<file path="src/rtl/ovuv_pkg.sv">
package ovuv_pkg;
  typedef enum logic {
    SPREAD_OWN = 1'b0,
    SPREAD_ALL = 1'b1
  } spread_e;

  typedef struct packed {
    logic latched;
    logic force_ls;
  } ov_state_t;
endpackage

</file>
<file path="src/rtl/ovuv_trip_route.sv">
module ovuv_trip_route #(
  parameter int NCH = 2
) (
  input  logic           multi_mode,
  input  logic [NCH-1:0] mon_ov,
  output logic [NCH-1:0] trip
);
  import ovuv_pkg::*;

  spread_e spread;
  logic    any_ov;

  assign spread = spread_e'(multi_mode);
  assign any_ov = |mon_ov;

  for (genvar c = 0; c < NCH; c++) begin : g_route
    always_comb begin
      unique case (spread)
        SPREAD_ALL: trip[c] = any_ov;
        default:    trip[c] = mon_ov[c];
      endcase
    end
  end
endmodule

</file>
<file path="src/rtl/ovuv_ov_chan.sv">
module ovuv_ov_chan (
  input  logic                clk,
  input  logic                por_n,
  input  logic                trip,
  input  logic                en_ext_low,
  input  logic                mon_hi,
  input  logic                mon_lo,
  output ovuv_pkg::ov_state_t st
);
  import ovuv_pkg::*;

  logic en_pulled;
  logic force_set;
  logic force_clr;

  assign en_pulled = st.latched | en_ext_low;
  assign force_set = trip | (en_pulled & mon_hi);
  assign force_clr = mon_lo & ~force_set;

  always_ff @(posedge clk or negedge por_n) begin
    if (!por_n) begin
      st <= '0;
    end else begin
      if (trip) st.latched <= 1'b1;
      if (force_set)      st.force_ls <= 1'b1;
      else if (force_clr) st.force_ls <= 1'b0;
    end
  end

  // the latch never drops without a power cycle
  p_latch_sticky_r3: assert property (@(posedge clk) disable iff (!por_n)
    st.latched |=> st.latched);

  // a trip sets both the latch and the low-side force
  p_trip_sets_r2: assert property (@(posedge clk) disable iff (!por_n)
    trip |=> (st.latched && st.force_ls));
endmodule

</file>
<file path="src/rtl/ovuv_uv_chan.sv">
module ovuv_uv_chan (
  input  logic clk,
  input  logic por_n,
  input  logic ss_done,
  input  logic en_pulled,
  input  logic uv_below,
  input  logic uv_above,
  output logic uv_act
);
  logic uv_set;
  logic uv_clr;

  assign uv_set = ss_done & ~en_pulled & uv_below;
  assign uv_clr = ~ss_done | en_pulled | (uv_above & ~uv_below);

  always_ff @(posedge clk or negedge por_n) begin
    if (!por_n)      uv_act <= 1'b0;
    else if (uv_clr) uv_act <= 1'b0;
    else if (uv_set) uv_act <= 1'b1;
  end

  // no undervoltage state before soft-start completes
  p_uv_gated_r7: assert property (@(posedge clk) disable iff (!por_n)
    !ss_done |=> !uv_act);

  // a pulled-low enable keeps the undervoltage state off
  p_uv_quiet_r9: assert property (@(posedge clk) disable iff (!por_n)
    en_pulled |=> !uv_act);
endmodule

</file>
<file path="src/rtl/ovuv_gate_mux.sv">
module ovuv_gate_mux #(
  parameter int NCH = 2
) (
  input  ovuv_pkg::ov_state_t [NCH-1:0] st,
  input  logic [NCH-1:0]                uv_act,
  input  logic [NCH-1:0]                pwm_hs,
  input  logic [NCH-1:0]                pwm_ls,
  output logic [NCH-1:0]                hs_gate,
  output logic [NCH-1:0]                ls_gate,
  output logic [NCH-1:0]                en_pull_low
);
  logic uv_any;
  assign uv_any = |uv_act;

  for (genvar c = 0; c < NCH; c++) begin : g_mux
    always_comb begin
      hs_gate[c]     = pwm_hs[c] & ~st[c].latched;
      ls_gate[c]     = st[c].force_ls |
                       (pwm_ls[c] & ~uv_any & ~st[c].latched);
      en_pull_low[c] = st[c].latched;
    end
  end
endmodule

</file>
<file path="src/rtl/ovuv_guard.sv">
module ovuv_guard #(
  parameter int NCH = 2
) (
  input  logic           clk,
  input  logic           por_n,
  input  logic           multi_mode,
  input  logic [NCH-1:0] ss_done,
  input  logic [NCH-1:0] en_ext_low,
  input  logic [NCH-1:0] mon_ov,
  input  logic [NCH-1:0] mon_hi,
  input  logic [NCH-1:0] mon_lo,
  input  logic [NCH-1:0] uv_below,
  input  logic [NCH-1:0] uv_above,
  input  logic [NCH-1:0] pwm_hs,
  input  logic [NCH-1:0] pwm_ls,
  output logic [NCH-1:0] hs_gate,
  output logic [NCH-1:0] ls_gate,
  output logic [NCH-1:0] en_pull_low,
  output logic           pg_permit
);
  import ovuv_pkg::*;

  logic [NCH-1:0]      trip;
  ov_state_t [NCH-1:0] st;
  logic [NCH-1:0]      uv_act;

  ovuv_trip_route #(.NCH(NCH)) u_route (
    .multi_mode (multi_mode),
    .mon_ov     (mon_ov),
    .trip       (trip)
  );

  for (genvar c = 0; c < NCH; c++) begin : g_chan
    ovuv_ov_chan u_ov (
      .clk        (clk),
      .por_n      (por_n),
      .trip       (trip[c]),
      .en_ext_low (en_ext_low[c]),
      .mon_hi     (mon_hi[c]),
      .mon_lo     (mon_lo[c]),
      .st         (st[c])
    );

    ovuv_uv_chan u_uv (
      .clk       (clk),
      .por_n     (por_n),
      .ss_done   (ss_done[c]),
      .en_pulled (st[c].latched | en_ext_low[c]),
      .uv_below  (uv_below[c]),
      .uv_above  (uv_above[c]),
      .uv_act    (uv_act[c])
    );

    // a channel pulling its enable low never drives its high side
    p_hs_off_r2: assert property (@(posedge clk) disable iff (!por_n)
      en_pull_low[c] |-> !hs_gate[c]);
  end

  ovuv_gate_mux #(.NCH(NCH)) u_mux (
    .st          (st),
    .uv_act      (uv_act),
    .pwm_hs      (pwm_hs),
    .pwm_ls      (pwm_ls),
    .hs_gate     (hs_gate),
    .ls_gate     (ls_gate),
    .en_pull_low (en_pull_low)
  );

  assign pg_permit = ~|en_pull_low;

  // in multiphase mode any overvoltage flag latches every channel
  p_multi_all_r10: assert property (@(posedge clk) disable iff (!por_n)
    (multi_mode && (|mon_ov)) |=> (&en_pull_low));

  // power-good permission is withdrawn while any channel is latched
  p_pg_drop_r11: assert property (@(posedge clk) disable iff (!por_n)
    (|en_pull_low) |-> !pg_permit);
endmodule

</file>
<file path="config.mk">
export PLATFORM = sky130hd
export DESIGN_NAME = ovuv_guard
export DESIGN_NICKNAME = d
export VERILOG_FILES = /design/src/rtl/ovuv_pkg.sv /design/src/rtl/ovuv_trip_route.sv /design/src/rtl/ovuv_ov_chan.sv /design/src/rtl/ovuv_uv_chan.sv /design/src/rtl/ovuv_gate_mux.sv /design/src/rtl/ovuv_guard.sv
export SDC_FILE = /design/constraint.sdc
export NUM_CORES = 1
export LEC_CHECK = 0
export BUFFER_PORTS_ARGS = -buffer_cell sky130_fd_sc_hd__buf_4
export CORE_AREA = 4 4 41 43
export DETAILED_ROUTE_END_ITERATION = 16
export DIE_AREA = 0 0 45 47
export PLACE_DENSITY = 0.64
export SYNTH_ARGS = -nofsm -noshare
export SYNTH_HDL_FRONTEND = slang
export SYNTH_SLANG_ARGS = --single-unit
export TNS_END_PERCENT = 100
</file>
<file path="constraint.sdc">
create_clock -name clk -period 1.1 [get_ports clk]
set_clock_uncertainty 0.05 [all_clocks]
set_input_delay 0.22 -clock clk [delete_from_list [all_inputs] [get_ports clk]]
set_output_delay 0.22 -clock clk [all_outputs]
set_load 0.02 [all_outputs]
</file>
==> key figures <==
STA
  – Tmin final: roughly 1.3 ns
  – Fmax: roughly 750 MHz
  – Fin. Hold Viols: 0
  – Final Worst Setup Slack: -0.2308 ns
  – Unrepaired setup endpoints after global routing: true
  – Final setup vio count: 6
  – Final period util: 1.210
  – Worst-Margin Slew: between 0.15 and 0.2 ns
  – Fin. max-slew vios: 0
  – Headroom to the max-slew limit: 0.8737

Placed design
  – # port buffers: 27
  – Dpl ws: -0.02055 ns
  – DP HPWL: between 700 and 800 µm
  – Dpl cells: between 70 and 80
  – Routability cong.: 0.6533

Detailed routing
  – Final wirelength: between 800 and 900 µm
  – # DRC: 0
  – Post-DRT Antenna Nets: 0
  – Drt via density: roughly 4.2
  – DRT iter0 DRCs: 1
  – Via total after detailed routing: between 300 and 400
  – Per-cell routed wire length: roughly 11 µm
  – 1st-pass router iterations: 3

Floorplan
  – Initial core utilization: 0.2394
  – Rows: 13
  – CORE AREA: between 0.001 and 0.0015 mm²
  – Die Span Y: around 47 µm
  – Die width: about 45 µm
  – IO Count: 28
  – Die area: around 0.0021 mm²

Global routing
  – Gr ovfl total: 0
  – Global-route wire length before repair: 1338 µm
  – Vias in the first global route: approximately 330
  – Largest net degree at the start of global routing: 7
  – Total GRT Usage: 0.09243
  – Antenna violations before repair: 0

Synth
  – Avg Inst Size Synth: 9.736 µm²
  – Seq/Total Area, Yosys: 0.4819
  – EDFF count, synth: 0
  – Post-Syn Area: 311.5 µm²
  – Distinct cells, synth: 15
  – Syn nets: 53
  – Ys Warns: 0
  – Async S/R FF share, synth: 1.000
  – Flops & latches, synth: 6
  – Syn Inst Count: 32
  – Main flop type after synthesis: dfrtp_1

Critical path
  – Setup CP Type: flip-flop to output port
  – Arrival time worst endpoint: 1.06 ns
  – Crit path max fanout: 2
  – Type of origin of the critical path: flip-flop
  – Worst EP required: ~0.83 ns
  – CP Capture Type: output port

Final layout
  – Most frequent cells in the layout: buf_4, buf_6, dfrtp_1, nor2_1, clkbuf_4
  – Most common library cell in the layout ignoring fill and taps: buf_4
  – Post-Layout Cell Count: between 80 and 90
  – Share of cells above drive strength 1: 0.6119
  – Layout net count: 90
  – Layout area overhead: 102.0%
  – Antenna fix cells: 0

Run status
  – Failing checks: setup timing
  – Status: finished, violations left

Power and ir drop
  – VDD IR max: between 0.0004 and 0.0005 V
  – P_leak: ~0.34 nW
  – PwrDens: just over 800 mW/mm²

Job
  – Max Cap Viol: 0

CTS
  – CTS sink cnt: 6
  – Clock Pin Slew Worst Setup and Hold Paths: ~0.04 ns
  – CTS tree: yes
  – Clk buf depth: 2
  – # H-tree levels: 1
  – Worst-Skew Late Latency: between 0.2 and 0.25 ns
  – Root Driver: clkbuf_4
  – Total CTS buffers: 3

Min path
  – Worst hold path class: input pin to flip-flop
[cell type report]
type / instances / area, µm²
timing repair buffer: 34 / 284.0
tap: 15 / 18.77
fill: 129 / 671.9
inverter: 2 / 7.507
clock buffer: 3 / 22.52
multi-input combinational: 22 / 145.1
sequential: 6 / 151.4
[final timing paths]
| path | cells past startpoint | endpoint | from | slack, ns |
|---|---|---|---|---|
| setup / recovery | 3 | ls_gate[1] | g_chan[0].u_uv.uv_act | -0.23 |
| hold / removal | 3 | g_chan[0].u_ov.st[0] | mon_hi[0] | 0.15 |
| setup reg to reg | 4 | g_chan[1].u_ov.st[0] | g_chan[1].u_ov.st[1] | 0.05 |
| hold reg to reg | 2 | g_chan[1].u_ov.st[0] | g_chan[1].u_ov.st[0] | 0.45 |
| max in group asynchronous | 2 | g_chan[0].u_ov.st[1] | por_n | 0.58 |
| min in group asynchronous | 2 | g_chan[0].u_ov.st[0] | por_n | 0.30 |
[synth_stat cells (2+ instances only)]
cell type | n | area share
buf_4 | 2 | 0.048
nand2b_1 | 2 | 0.040
o211a_1 | 2 | 0.064
inv_1 | 2 | 0.024
nand3_1 | 2 | 0.032
a21oi_1 | 2 | 0.032
o21ai_0 | 2 | 0.032
a31o_1 | 2 | 0.056
nor2_1 | 4 | 0.048
nand2_1 | 2 | 0.024
dfrtp_1 | 6 | 0.48
[report_power, final]
group	total, mW	switching, mW	internal (mW)
clock	0.194	0.0715	0.123
combinational	0.0888	0.0288	0.0600
sequential	0.226	0.00141	0.224
total	0.509	0.102	0.407
[repair_timing]
item	CTS	global route
hold buffers	1	0
gates resized for setup	7	5
setup endpoints to repair	7	9
buffers inserted	2	3
pin swaps	3	4
endpoints found under the hold margin	6	0
[sequential cells by signal (all words and copies together) (netlist names)]
name / cells
g_chan.u_ov.st: 4
g_chan.u_uv.uv_act: 2
[per-stage QoR]
stage	hold slack, ns	power (mW)	setup TNS, ns	area [µm²]	utilization
3_3_place_gp	-0.02120	0.3118	0	533.0	0.4096
6_report	0.1480	0.5091	-0.9307	629.4	0.4837
2_1_floorplan	-0.1256	0.2451	0	311.5	-
4_1_cts	0.1503	0.5198	-0.9466	601.8	0.4625
5_1_grt	0.1436	0.5515	-1.262	629.4	0.4837
3_5_place_dp	-0.02087	0.3117	-0.03749	533.0	0.4096
[critical path: stages, from the launching register on]
cell	delay [ns]
dfrtp_1	0.38
nor2_2	0.15
a31o_1	0.18
buf_6	0.12
[kinds of logic after synthesis]
kind of cell | share of synthesized area
simple gates | 0.2611
compound gates | 0.1848
flops | 0.4819
buf+inv | 0.07228
[layer usage]
layer	wire, µm	GRT usage	vias up
li1	-	-	178
met1	371	0.1026	148
met2	375	0.1356	21
met3	124	0.04598	0
met4	0	0.07018	0
met5	0	0	-
Power figures use the tool's default switching activity.
